===== src/rtl/sertx_pkg.sv =====
package sertx_pkg;
    parameter int DW = 8;
    localparam int FW = DW + 3;
    localparam int CW = $clog2(FW + 1);

    localparam int MB_SYNC  = 7;
    localparam int MB_SHORT = 6;
    localparam int MB_PAREN = 5;
    localparam int MB_ODD   = 4;

    typedef struct packed {
        logic sync;
        logic short_len;
        logic par_en;
        logic par_odd;
    } mode_t;

    typedef struct packed {
        logic [FW-1:0] bits;
        logic [CW-1:0] count;
    } frame_t;

    typedef struct packed {
        logic          busy;
        logic          sync;
        logic          sout;
        logic          sclk;
        logic [FW-2:0] sh;
        logic [CW-1:0] rem;
    } eng_t;

    typedef struct packed {
        logic          full;
        logic [DW-1:0] data;
    } hold_t;

    function automatic frame_t build_frame(mode_t m, logic [DW-1:0] d);
        frame_t        f;
        int            n;
        logic [DW-1:0] mask;
        logic          p;
        f.bits = '1;
        if (m.sync) begin
            f.bits[DW-1:0] = d;
            f.count = CW'(DW);
        end else begin
            n    = m.short_len ? DW - 1 : DW;
            mask = m.short_len ? {1'b0, {(DW-1){1'b1}}} : {DW{1'b1}};
            p    = m.par_odd ^ (^(d & mask));
            f.bits[0] = 1'b0;
            for (int i = 0; i < DW; i++) begin
                if (i < n) f.bits[1+i] = d[i];
            end
            if (m.par_en) f.bits[1+n] = p;
            f.count = CW'(2 + n + (m.par_en ? 1 : 0));
        end
        return f;
    endfunction
endpackage


===== src/rtl/sertx_mode_reg.sv =====
module sertx_mode_reg
    import sertx_pkg::*;
(
    input  logic       clk,
    input  logic       rst_n,
    input  logic       we,
    input  logic [7:0] wdata,
    output logic [7:0] rdata,
    output mode_t      mode
);
    logic [7:0] reg_d, reg_q;

    always_comb begin
        reg_d = reg_q;
        if (we) reg_d = wdata;
    end

    always_ff @(posedge clk or negedge rst_n) begin
        if (!rst_n) reg_q <= '0;
        else        reg_q <= reg_d;
    end

    assign rdata          = reg_q;
    assign mode.sync      = reg_q[MB_SYNC];
    assign mode.short_len = reg_q[MB_SHORT];
    assign mode.par_en    = reg_q[MB_PAREN];
    assign mode.par_odd   = reg_q[MB_ODD];
endmodule


===== src/rtl/sertx_hold.sv =====
module sertx_hold
    import sertx_pkg::*;
(
    input  logic          clk,
    input  logic          rst_n,
    input  logic          in_valid,
    input  logic [DW-1:0] in_data,
    output logic          in_ready,
    input  logic          take,
    output logic          full,
    output logic [DW-1:0] data
);
    hold_t hold_d, hold_q;

    always_comb begin
        hold_d = hold_q;
        if (take) hold_d.full = 1'b0;
        if (in_valid && !hold_q.full) begin
            hold_d.full = 1'b1;
            hold_d.data = in_data;
        end
    end

    always_ff @(posedge clk or negedge rst_n) begin
        if (!rst_n) hold_q <= '0;
        else        hold_q <= hold_d;
    end

    assign in_ready = !hold_q.full;
    assign full     = hold_q.full;
    assign data     = hold_q.data;
endmodule


===== src/rtl/sertx_engine.sv =====
module sertx_engine
    import sertx_pkg::*;
(
    input  logic          clk,
    input  logic          rst_n,
    input  logic          tick,
    input  mode_t         mode,
    input  logic          hold_full,
    input  logic [DW-1:0] hold_data,
    output logic          take,
    output logic          sout,
    output logic          sclk,
    output logic          busy,
    output logic          sync_active
);
    eng_t   eng_d, eng_q;
    frame_t fr;
    logic   last;

    always_comb begin
        eng_d = eng_q;
        take  = 1'b0;
        fr    = build_frame(mode, hold_data);
        last  = (eng_q.rem == '0) && (!eng_q.sync || eng_q.sclk);
        if (tick && eng_q.busy) begin
            if (eng_q.sync && !eng_q.sclk) begin
                eng_d.sclk = 1'b1;
            end else if (last) begin
                eng_d.busy = 1'b0;
                eng_d.sout = 1'b1;
                eng_d.sclk = 1'b1;
            end else begin
                eng_d.sout = eng_q.sh[0];
                eng_d.sh   = {1'b1, eng_q.sh[FW-2:1]};
                eng_d.rem  = eng_q.rem - 1'b1;
                if (eng_q.sync) eng_d.sclk = 1'b0;
            end
        end
        if (tick && hold_full && (!eng_q.busy || last)) begin
            take       = 1'b1;
            eng_d.busy = 1'b1;
            eng_d.sync = mode.sync;
            eng_d.sout = fr.bits[0];
            eng_d.sh   = fr.bits[FW-1:1];
            eng_d.rem  = fr.count - 1'b1;
            eng_d.sclk = !mode.sync;
        end
    end

    always_ff @(posedge clk or negedge rst_n) begin
        if (!rst_n) begin
            eng_q      <= '0;
            eng_q.sout <= 1'b1;
            eng_q.sclk <= 1'b1;
            eng_q.sh   <= '1;
        end else begin
            eng_q <= eng_d;
        end
    end

    assign sout        = eng_q.sout;
    assign sclk        = eng_q.sclk;
    assign busy        = eng_q.busy;
    assign sync_active = eng_q.sync;
endmodule


===== src/rtl/sertx_top.sv =====
module sertx_top
    import sertx_pkg::*;
(
    input  logic       clk,
    input  logic       rst_n,
    input  logic       cfg_we,
    input  logic [7:0] cfg_wdata,
    output logic [7:0] cfg_rdata,
    input  logic       tx_valid,
    input  logic [7:0] tx_data,
    output logic       tx_ready,
    input  logic       baud_tick,
    output logic       ser_out,
    output logic       ser_clk,
    output logic       busy,
    output logic       tx_empty
);
    mode_t         mode;
    logic          hold_full;
    logic [DW-1:0] hold_data;
    logic          take;
    logic          eng_sync;

    sertx_mode_reg u_mode (
        .clk   (clk),
        .rst_n (rst_n),
        .we    (cfg_we),
        .wdata (cfg_wdata),
        .rdata (cfg_rdata),
        .mode  (mode)
    );

    sertx_hold u_hold (
        .clk      (clk),
        .rst_n    (rst_n),
        .in_valid (tx_valid),
        .in_data  (tx_data),
        .in_ready (tx_ready),
        .take     (take),
        .full     (hold_full),
        .data     (hold_data)
    );

    sertx_engine u_eng (
        .clk         (clk),
        .rst_n       (rst_n),
        .tick        (baud_tick),
        .mode        (mode),
        .hold_full   (hold_full),
        .hold_data   (hold_data),
        .take        (take),
        .sout        (ser_out),
        .sclk        (ser_clk),
        .busy        (busy),
        .sync_active (eng_sync)
    );

    assign tx_empty = !hold_full;
endmodule


===== config.mk =====
export PLATFORM = sky130hd
export DESIGN_NAME = sertx_top
export DESIGN_NICKNAME = d
export VERILOG_FILES = /design/src/rtl/sertx_pkg.sv /design/src/rtl/sertx_mode_reg.sv /design/src/rtl/sertx_hold.sv /design/src/rtl/sertx_engine.sv /design/src/rtl/sertx_top.sv
export SDC_FILE = /design/constraint.sdc
export NUM_CORES = 1
export LEC_CHECK = 0
export ABC_AREA = 1
export BUFFER_PORTS_ARGS = -buffer_cell sky130_fd_sc_hd__buf_4
export CORE_MARGIN = 4
export CORE_UTILIZATION = 50
export DETAILED_ROUTE_END_ITERATION = 12
export GPL_TIMING_DRIVEN = 0
export PLACE_DENSITY = 0.73
export SYNTH_ARGS = -nofsm -noshare
export SYNTH_HDL_FRONTEND = slang
export SYNTH_SLANG_ARGS = --single-unit

===== constraint.sdc =====
create_clock -name clk -period 2.5 [get_ports clk]
set_input_delay 0.25 -clock clk [delete_from_list [all_inputs] [get_ports clk]]
set_output_delay 0.25 -clock clk [all_outputs]
set_load 0.02 [all_outputs]

==> results of run 1 <==
-- repair_timing --
action | 4_1_cts | 5_1_grt
hold buffers | 1 | 0
endpoints found under the setup margin | 0 | 0
resized for setup | 0 | 0
hold endpoints to repair | 23 | 0
-- metrics by stage --
stage / std cells / setup WS (ns) / power (mW) / area [um2]
floorplan: 230 / 0.616 / 1.89 / 1830
global placement: 309 / 0.646 / 2.18 / 2140
detailed placement: 309 / 0.648 / 2.21 / 2140
CTS: 318 / 0.636 / 2.64 / 2240
global route: 318 / 0.489 / 2.86 / 2240
finish: 318 / 0.650 / 2.61 / 2240
-- power by group through the flow --
stage          Combinational, mW  Sequential, mW  Clock, mW
5_1_grt                     1.39            1.02      0.459
6_report                    1.21           0.981      0.418
3_5_place_dp                1.22           0.989          0
2_1_floorplan              0.891           0.995          0
4_1_cts                     1.22           0.981      0.432
3_3_place_gp                1.19           0.984          0
-- flip-flops by register name, summed over array words and instances, names as in the netlist --
name               count
u_eng.sout             1
u_eng.busy             1
u_eng.sclk             1
u_hold.full            1
u_eng.sync_active      1
u_hold.data            8
u_eng.eng_q           13
u_mode.rdata           8
-- cells in the final DEF (no fill, tap or decap), drive strengths merged, types with 2 or more instances in the layout --
master,n
a21oi,9
a31oi,6
buf,37
clkbuf,10
dfrtp,23
dfstp,11
ha,3
inv,29
mux2,5
nand2,74
nand3,12
nor2,23
o21ai,23
or2,2
-- layer usage --
layer	vias to the layer above	GRT usage, %
li1	812	-
met1	717	24.5
met2	36	32.2
met3	4	5.67
met4	0	7.44
met5	-	0
-- layout make-up --
type | instances | share of cell area (%)
Sequential cell | 34 | 38.6
Multi-Input combinational cell | 160 | 36.1
Timing Repair Buffer | 34 | 11.5
Inverter | 29 | 4.97
Clock buffer | 7 | 3.86
Tap cell | 46 | 2.57
Buffer | 7 | 2.18
Clock inverter | 1 | 0.224
-- worst register-to-register path: stages, from the launching register on --
cell and delay [ns]:
dfrtp_1 0.41, nor2_2 0.13, nand3_2 0.09, inv_4 0.10
nand2_4 0.06, nand2_4 0.08, nand2_4 0.07, buf_6 0.15
o21ai_2 0.12, inv_2 0.05, ha_1 0.18, or2_1 0.22
nand3_1 0.06, nand2_1 0.05
-- worst paths after layout --
kind	endpoint	slack (ns)	cells after the start
setup reg to reg	u_eng.eng_q[2]	0.65	13
hold / removal	u_mode.rdata[4]	0.16	3
hold reg to reg	u_eng.eng_q[5]	0.47	2
max in group asynchronous	u_eng.eng_q[4]	1.72	2
min in group asynchronous	u_eng.eng_q[3]	0.45	2
setup / recovery	u_eng.eng_q[2]	0.65	13
-- logic make-up after synthesis --
group           count (synthesis)
buf+inv                        36
compound gates                 41
mux                             5
simple gates                  111
flops                          34
fa+ha+maj                       3
==> metrics.md, run 1 <==
| Metric | Value |
|---|---|
| Status | completed |
| Seq pwr share | 37.6% |
| Net Switching | 1.08 mW |
| Filler cell count | 317 |
| Yosys warnings | 0 |
| Clk buf depth | 2 |
| Max Clk Rate | 540 MHz |
| Vias in the first global route | 1505 |
| GRT overflow | 0 |
| Cell taking the most area after synthesis | dfrtp_1 |
| Post-route ant nets | 0 |
| Mux share of post-synthesis cell area | 3.07% |
| Final weighted congestion of routability-driven global placement | 0.802 |
| Crit-path slowest cell | dfrtp_1 |
| Hold Crit Start | cfg_wdata[4] |
| Fin. max-slew vios | 0 |
| Pre-Repair DR Iteration Count | 4 |
| H-tree depth | 2 |
| Synthesized area | 1830 um2 |
| Register Area | 865 um2 |
| Min Hold Slack | 0.165 ns |
| Worst-path clk slew | 0.07 ns |
| Mapped Cells | 230 |
| MaxCap Viol Count | 0 |
| RSZ-0062 raised after global routing | no |
| PortBufs | 33 |
| Average vias per placed instance | 4.93 |
| Metal1 wirelength | 1810 um |
| Largest family of logic cells by synthesized area | simple AND/OR/NAND/NOR gates |
| Clk root buf | clkbuf_8 |
| CTS sink cnt | 34 |
| Nets | 295 |
| Compound-gate portion of the synthesized area | 13.3% |
| Core Util, Final | 65.0% |
| Worst r2r src | u_eng.eng_q[1] |
| Crit-path cells | nor2_2, nand3_2, inv_4, nand2_4, nand2_4, nand2_4, buf_6, o21ai_2, inv_2, ha_1, or2_1, nand3_1, nand2_1 |
| Worst VDD drop | 0.719 mV |
| CTS Buf Count | 5 |
| DRC violations left | 0 |
| Top cell type's share of synthesized area | 31.4% |
| Skew final | 0.00518 ns |
| Post-Synth Adder-Cell Area | 2.05% |
| Cell mode on critical path | nand2_4 |
| Buf/Inv on CP | 3 |
| Startpoint Class | flop |
| P&R area growth vs syn | 22.2% |
| Tmin final | 1.85 ns |
| Syn Nets | 254 |
| Max incr delay on CP | 0.41 ns |
| Die Ht | 68.5 um |
| CP Class | reg -> reg |
| Met2 wire len | 1760 um |
| Sequential fraction of the synthesis area | 47.2% |
| Share of cells above drive strength 1 | 27.6% |
| Int Pwr | 1.53 mW |
| N_diodes | 0 |
| Total track usage | 19.7% |
| Worst EP arrival | 2.04 ns |
| Crit path max fanout | 10 |
| Total core area | 3440 um2 |
| Detailed Route WL | 3790 um |
| Number of enable flip-flop cells after synthesis | 0 |
| Met3 WL | 181 um |
| Combinational share of power | 46.4% |
| Post-synth ARST share | 100% |
| FF+latch count, synth | 34 |
| XOR/XNOR Fraction of Synth Area | 0% |
| Family with the most delay on the worst path | simple AND/OR/NAND/NOR gates |
| # IOs | 34 |
| Synth Area in Simple Gates | 25.6% |
| Routed wire per std cell | 11.9 um |
| Hold Fails Final Rpt | 0 |
| TNS Setup | 0 ns |
| Largest net degree at the start of global routing | 35 |
| Std-Cell Rows | 21 |
| Final period utilization | 74.0% |
| Footprint of the multi-input gates | 807 um2 |
| Dominant synthesized flop cell | dfrtp_1 |
| Clock power frac | 16.0% |
| Die width | 68.5 um |
| Count leader, synth | nand2_1 |
| Detailed placer's ending HPWL | 2890 um |
| Die area | 4700 um2 |
| Worst Tran Pin Value | 0.456 ns |
| Sw Ratio | 41.4% |
| Via count | 1569 |
| Critical path endpoint category | flop |
| Synth cell count leaders | nand2_1 (71), inv_1 (25), dfrtp_1 (23), nor2_1 (21), o21ai_0 (17) |
| First-pass GRT wire length | 6840 um |
| Initial antenna violation count | 0 |
| CTS tree | done |
| Min-delay worst type | in -> reg |
| Required time worst endpoint | 2.69 ns |
| Top sig layer | met4 |
| Final setup fails | 0 |
| Library cells used by synthesis | 26 |
| Leakage | 1.17 nW |
| Post-CTS Setup Bufs | 0 |
| Max-Slew Margin vs Limit | 69.6% |
| Starting density of the core | 53.2% |
| Critical Path Source | u_eng.eng_q[1] |
| Pwr Density | 1170 nW/um2 |
| Worst-Skew Late Latency | 0.29 ns |
| Syn avg cell area | 7.96 um2 |
| Top cells by area, synth | dfrtp_1 (31%), dfstp_2 (16%), nand2_1 (15%) |
| Initial DRC Count | 56 |
Note: power is estimated with default switching activity, not from simulation.
==> inputs of run 2 (changes only) <==
- CORE_UTILIZATION: 50 -> 49
- PLACE_DENSITY: 0.73 -> 0.75
- clock period: 2.5 -> 1.7 ns (I/O delays scaled with it)
==> run 2 against run 1 <==
Net effect: the flow now finishes with violations (setup timing); sequential power is 48% higher; critical endpoint unchanged; first-iteration DRC count is 46% higher; register-to-register slack worse by 0.73 ns; global-route usage is 1.0 points lower; non-clock buffer count is 17 higher; die area is 1.8% higher; count of clock-buffer cells in the layout stayed put; sequential share of layout area is 2.9 points lower; combinational power is 87% higher; setup slack worse by 0.73 ns.
==> metrics.md, run 2 (synthesized netlist as in run 1, its figures left out) <==
| Metric | Value |
|---|---|
| Status | complete, but fails checks |
| Failing checks | setup timing |
| Tmin final | 1.78 ns (-0.0700 ns) |
| Worst-Skew Late Latency | 0.28 ns (about the same) |
| Die area | 4780 um2 (+1.8%) |
| Leakage | 1.26 nW (+7.5%) |
| Routed wire per std cell | 13.0 um (+9.0%) |
| Min setup slack post-route | -0.0804 ns (-0.730 ns) |
| Worst EP arrival | 1.96 ns (-0.08 ns) |
| Required time worst endpoint | 1.88 ns (-0.81 ns) |
| DRC violations left | 0 (unchanged) |
| Clk root buf | clkbuf_8 |
| Critical path endpoint category | flop |
| Crit path max fanout | 5 (-5) |
| Total track usage | 18.7% (-1.0 points) |
| CTS sink cnt | 34 (unchanged) |
| Die width | 69.1 um (+0.90%) |
| Placed Cells incl. Taps | 309 (unchanged) |
| Worst VDD drop | 0.877 mV (+22%) |
| Biggest register | u_eng.eng_q |
| Filler cell count | 292 (-7.9%) |
| Final setup fails | 3 (+3) |
| Initial DRC Count | 82 (+46%) |
| Most common cell after layout, fill and taps aside | nand2_1 |
| MaxCap Viol Count | 0 (unchanged) |
| Via count | 1675 (+6.8%) |
| # IOs | 34 (unchanged) |
| Clk buf depth | 2 (unchanged) |
| Worst Tran Pin Value | 0.422 ns (-0.0342 ns) |
| GRT overflow | 0 (unchanged) |
| Worst-path clk slew | 0.07 ns (about the same) |
| Average vias per placed instance | 5.00 (+1.3%) |
| Pwr Density | 1780 nW/um2 (+53%) |
| PortBufs | 33 (unchanged) |
| Detailed placer's ending HPWL | 2940 um (+1.8%) |
| Setup slack, reg-to-reg | -0.08 ns (-0.73 ns) |
| Total power | 4.32 mW (+66%) |
| Vias in the first global route | 1566 (+4.1%) |
| Pre-Repair DR Iteration Count | 4 (unchanged) |
| Hold Fails Final Rpt | 0 (unchanged) |
| Die Ht | 69.1 um (+0.90%) |
| Total core area | 3470 um2 (+0.76%) |
| Post-route ant nets | 0 (unchanged) |
| Final cell count without fillers | 335 (+5.3%) |
| P&R area growth vs syn | 32.4% |
| Detailed Route WL | 4350 um (+15%) |
| Std-Cell Rows | 21 (unchanged) |
| N_diodes | 0 (unchanged) |
| Largest net degree at the start of global routing | 35 (unchanged) |
| CP Class | reg -> reg |
| H-tree depth | 2 (unchanged) |
| Final period utilization | 105% (+31 points) |
| Min-delay worst type | in -> reg |
| Largest register FFs | 13 (unchanged) |
| CTS tree | done |
| Fin. max-slew vios | 0 (unchanged) |
| First-pass GRT wire length | 7180 um (+5.0%) |
| Skew final | 0.00945 ns (+0.00427 ns) |
| Met2 usage | 31.1% (-1.0 points) |
| Max Clk Rate | 562 MHz (+3.9%) |
| Share of cells above drive strength 1 | 34.9% (+7.4 points) |
| Met1 usage | 23.8% (-0.69 points) |
| CTS Buf Count | 5 (unchanged) |
| Final weighted congestion of routability-driven global placement | 0.792 (-1.2%) |
| Max-Slew Margin vs Limit | 71.9% (+2.3 points) |
| Startpoint Class | flop |
| M3 GR Usage | 4.94% (-0.73 points) |
| RSZ-0062 raised after global routing | yes |
| Initial antenna violation count | 0 (unchanged) |
| Nets | 312 (+5.8%) |
| Starting density of the core | 52.8% (-0.40 points) |
| Global route hottest layer | met2 |
| Most frequent cells in the layout | nand2_1 (70), buf_4 (48), inv_1 (22), dfrtp_1 (21), nor2_1 (20) |
-- run 2: final cells by class --
| cell class | count | area (um2) | share of cell area [%] |
|---|---|---|---|
| Timing Repair Buffer | 51 | 390 | 16.1 |
| Inverter | 29 | 116 | 4.80 |
| Tap cell | 46 | 57.6 | 2.37 |
| Clock buffer | 7 | 86.3 | 3.56 |
| Multi-Input combinational cell | 160 | 843 | 34.8 |
| Clock inverter | 1 | 5.00 | 0.206 |
| Sequential cell | 34 | 867 | 35.7 |
| Buffer | 7 | 60.1 | 2.48 |
-- run 2: final timing paths --
| path | start | endpoint | cells after the start |
|---|---|---|---|
| min in group asynchronous | rst_n | u_mode.rdata[3] | 2 |
| worst min register to register | u_eng.eng_q[5] | u_eng.eng_q[5] | 2 |
| worst max register to register | u_eng.eng_q[2] | u_eng.eng_q[2] | 13 |
| worst max-delay path | u_eng.eng_q[2] | u_eng.eng_q[2] | 13 |
| worst min-delay path | cfg_wdata[7] | u_mode.rdata[7] | 3 |
| max in group asynchronous | rst_n | u_eng.eng_q[7] | 2 |
-- run 2: layer usage --
| layer | vias to the layer above | part of all wire (%) | routed length (um) |
|---|---|---|---|
| li1 | 845 | - | - |
| met1 | 775 | 43 | 1870 |
| met2 | 46 | 50 | 2190 |
| met3 | 9 | 4.8 | 211 |
| met4 | 0 | 1.9 | 84 |
| met5 | - | 0 | 0 |
-- run 2: worst max-delay path: stages (launching register included) --
cell and delay, ns:
dfrtp_1 0.40, nor2_2 0.13, nand3_2 0.09, inv_4 0.07, nand2_4 0.06, nand2_4 0.07
nand2_4 0.05, buf_8 0.12, o21ai_2 0.12, inv_2 0.07, ha_4 0.15, or2_1 0.20
nand3_1 0.07, nand2_1 0.05
-- run 2: report_power, final --
part           internal [mW]  switching, mW  total [mW]
logic                   1.00           1.26        2.26
registers               1.22          0.236        1.45
clock network          0.326          0.278       0.605
total                   2.55           1.78        4.32
-- run 2: timing repair --
| action | in CTS | in global routing |
|---|---|---|
| endpoints found under the hold margin | 23 | 0 |
| gates cloned | 0 | 1 |
| setup endpoints to repair | 3 | 13 |
| hold buffers | 1 | 0 |
| buffers inserted | 10 | 6 |
| pin swaps | 4 | 3 |
| gates resized for setup | 3 | 12 |
-- run 2: per-stage QoR --
stage          setup WS (ns)  area (um2)  hold WS [ns]  TNS (ns)  util, %
5_1_grt               -0.172        2430         0.108    -0.593     69.9
3_5_place_dp          -0.147        2150         0.140    -0.147     62.1
2_1_floorplan        -0.0773        1850        -0.126   -0.0773        -
6_report             -0.0804        2430        0.0942    -0.121     69.9
4_1_cts              -0.0272        2340        0.0918   -0.0272     67.4
3_3_place_gp          -0.113        2150         0.138    -0.113     62.1
==> inputs of run 3 (changes only) <==
--- a/config.mk
+++ b/config.mk
@@ -9,7 +9,8 @@
 export BUFFER_PORTS_ARGS = -buffer_cell sky130_fd_sc_hd__buf_4
+export CAP_MARGIN = 10
 export CORE_MARGIN = 4
-export CORE_UTILIZATION = 49
+export CORE_UTILIZATION = 50
 export DETAILED_ROUTE_END_ITERATION = 12
 export GPL_TIMING_DRIVEN = 0
-export PLACE_DENSITY = 0.75
+export PLACE_DENSITY = 0.73
 export SYNTH_ARGS = -nofsm -noshare
==> constraint.sdc (replaced) <==
create_clock -name clk -period 1.68 [get_ports clk]
set_input_delay 0.084 -clock clk [delete_from_list [all_inputs] [get_ports clk]]
set_output_delay 0.084 -clock clk [all_outputs]
set_load 0.02 [all_outputs]
==> run 3 against run 2 <==
Net effect: the flow still finishes with violations (setup timing); largest cell class unchanged; clock power is 2% higher; final area is 1.3% lower; fmax is 2.5% higher; critical path type unchanged; hold slack worse by 0.082 ns; utilization is 0.37 points lower; count of clock-buffer cells in the layout is 1 higher.
==> metrics.md, run 3 (synthesized netlist as in run 1, its figures left out) <==
| Metric | Value |
|---|---|
| Via count | 1646 (-1.7%) |
| Fin. max-slew vios | 0 (unchanged) |
| Std-Cell Rows | 21 (unchanged) |
| Sw Ratio | 40.8% (-0.31 points) |
| P&R area growth vs syn | 30.7% |
| Nets | 310 (-0.64%) |
| Final setup fails | 1 (-2) |
| Total core area | 3440 um2 (-0.76%) |
| Detailed Route WL | 4040 um (-7.1%) |
| Share of cells above drive strength 1 | 34.1% (-0.80 points) |
| CTS Buf Count | 5 (unchanged) |
| Skew final | 0.00765 ns (-0.00180 ns) |
| First-pass GRT wire length | 6850 um (-4.5%) |
| Crit path max fanout | 2 (-3) |
| Starting density of the core | 53.2% (+0.40 points) |
| Worst-Skew Late Latency | 0.29 ns (about the same) |
| Largest register FFs | 13 (unchanged) |
| Worst EP arrival | 1.92 ns (-0.04 ns) |
| Die area | 4700 um2 (-1.8%) |
| Vias in the first global route | 1504 (-4.0%) |
| MaxCap Viol Count | 0 (unchanged) |
| Final cell count without fillers | 333 (-0.60%) |
| Status | complete, but fails checks |
| CTS tree | done |
| Die Ht | 68.5 um (-0.89%) |
| Min Hold Slack | 0.0125 ns (-0.0817 ns) |
| Critical path endpoint category | flop |
| Leakage | 1.24 nW (-1.5%) |
| Min-delay worst type | in -> reg |
| Routed wire per std cell | 12.1 um (-6.5%) |
| Hold Fails Final Rpt | 0 (unchanged) |
| Seq pwr share | 34.5% (+0.9 points) |
| Largest net degree at the start of global routing | 35 (unchanged) |
| H-tree depth | 2 (unchanged) |
| Int Pwr | 2.49 mW (-2.1%) |
| Net Switching | 1.72 mW (-3.4%) |
| Combinational share of power | 50.8% (-1.6 points) |
| Clk root buf | clkbuf_8 |
| Required time worst endpoint | 1.86 ns (-0.02 ns) |
| Average vias per placed instance | 4.94 (-1.1%) |
| Post-route ant nets | 0 (unchanged) |
| Pre-CTS WS | -0.167 ns (-0.0205 ns) |
| Detailed placer's ending HPWL | 2950 um (+0.35%) |
| Clock power frac | 14.6% (+0.6 points) |
| TNS Setup | -0.0562 ns (+0.0652 ns) |
| Worst-path clk slew | 0.07 ns (about the same) |
| RSZ-0062 raised after global routing | yes |
| Filler cell count | 304 (+4.1%) |
| GRT overflow | 0 (unchanged) |
| Tmin final | 1.74 ns (-0.0442 ns) |
| PortBufs | 33 (unchanged) |
| Pwr Density | 1760 nW/um2 (-1.4%) |
| Startpoint Class | flop |
| Final period utilization | 103% (-1.4 points) |
| Setup slack, reg-to-reg | -0.06 ns (+0.02 ns) |
| Placed Cells incl. Taps | 309 (unchanged) |
| Clk buf depth | 2 (unchanged) |
| Initial DRC Count | 46 (-44%) |
| Total track usage | 20.1% (+1.4 points) |
| Pre-Repair DR Iteration Count | 4 (unchanged) |
| Most common cell after layout, fill and taps aside | nand2_1 |
| CP Class | reg -> reg |
| Total power | 4.21 mW (-2.6%) |
| CTS sink cnt | 34 (unchanged) |
| N_diodes | 0 (unchanged) |
| Biggest register | u_eng.eng_q |
| Failing checks | setup timing |
| # IOs | 34 (unchanged) |
| Max-Slew Margin vs Limit | 72.4% (+0.49 points) |
| DRC violations left | 0 (unchanged) |
| Worst Tran Pin Value | 0.414 ns (-0.00741 ns) |
| Most frequent cells in the layout | nand2_1 (69), buf_4 (50), inv_1 (22), nor2_1 (21), dfrtp_1 (21) |
| Final weighted congestion of routability-driven global placement | 0.894 (+13%) |
| Die width | 68.5 um (-0.89%) |
| Max Clk Rate | 576 MHz (+2.5%) |
| Min setup slack post-route | -0.0562 ns (+0.0242 ns) |
| Worst VDD drop | 0.803 mV (-8.4%) |
| Initial antenna violation count | 0 (unchanged) |
run 3: worst max-delay path: stages, from the launching register on:
cell	delay [ns]
dfrtp_2	0.42
inv_2	0.06
ha_1	0.21
or2_2	0.28
o21ai_2	0.14
inv_2	0.06
ha_4	0.15
or2_1	0.20
nand3_1	0.06
nand2_1	0.05
run 3: final timing paths:
kind | to | depth (start not counted) | start
min in group asynchronous | u_mode.rdata[3] | 2 | rst_n
worst max-delay path | u_eng.eng_q[2] | 9 | u_mode.rdata[5]
worst min register to register | u_eng.eng_q[5] | 2 | u_eng.eng_q[5]
max in group asynchronous | u_eng.eng_q[10] | 2 | rst_n
worst max register to register | u_eng.eng_q[2] | 9 | u_mode.rdata[5]
worst min-delay path | u_mode.rdata[6] | 3 | cfg_wdata[6]
run 3: stage by stage:
| step | area (um2) | utilization [%] |
|---|---|---|
| after floorplan | 1850 | - |
| after global placement | 2150 | 62.6 |
| after detailed placement | 2150 | 62.6 |
| after CTS | 2330 | 67.6 |
| after global routing | 2390 | 69.6 |
| final | 2390 | 69.6 |
run 3: cell type report:
cell class	instances	area, um2	share of cell area (%)
timing repair buffer	49	370	15.5
inverter	29	116	4.86
tap	46	57.6	2.40
sequential	34	867	36.2
buffer	7	52.6	2.19
clock buffer	8	90.1	3.76
multi-input combinational	160	841	35.1
run 3: power groups by stage:
| stage | registers, mW | logic (mW) | clock network [mW] |
|---|---|---|---|
| detailed placement | 1.47 | 1.87 | 0 |
| finish | 1.45 | 2.14 | 0.615 |
| global route | 1.50 | 2.41 | 0.673 |
| global placement | 1.47 | 1.84 | 0 |
| floorplan | 1.49 | 1.36 | 0 |
| CTS | 1.45 | 2.01 | 0.634 |
run 3: repair_timing:
action	in CTS	in global routing
setup buffers	8	7
hold buffers	1	0
endpoints found under the setup margin	9	13
gates resized for setup	2	7
hold endpoints to repair	23	0
pin swaps	3	6
run 3: metal layers:
metal	vias up	GRT usage [%]	share of wire, %
li1	844	-	-
met1	759	25.4	45
met2	35	32.9	49
met3	8	4.86	5.0
met4	0	7.94	1.6
met5	-	0	0
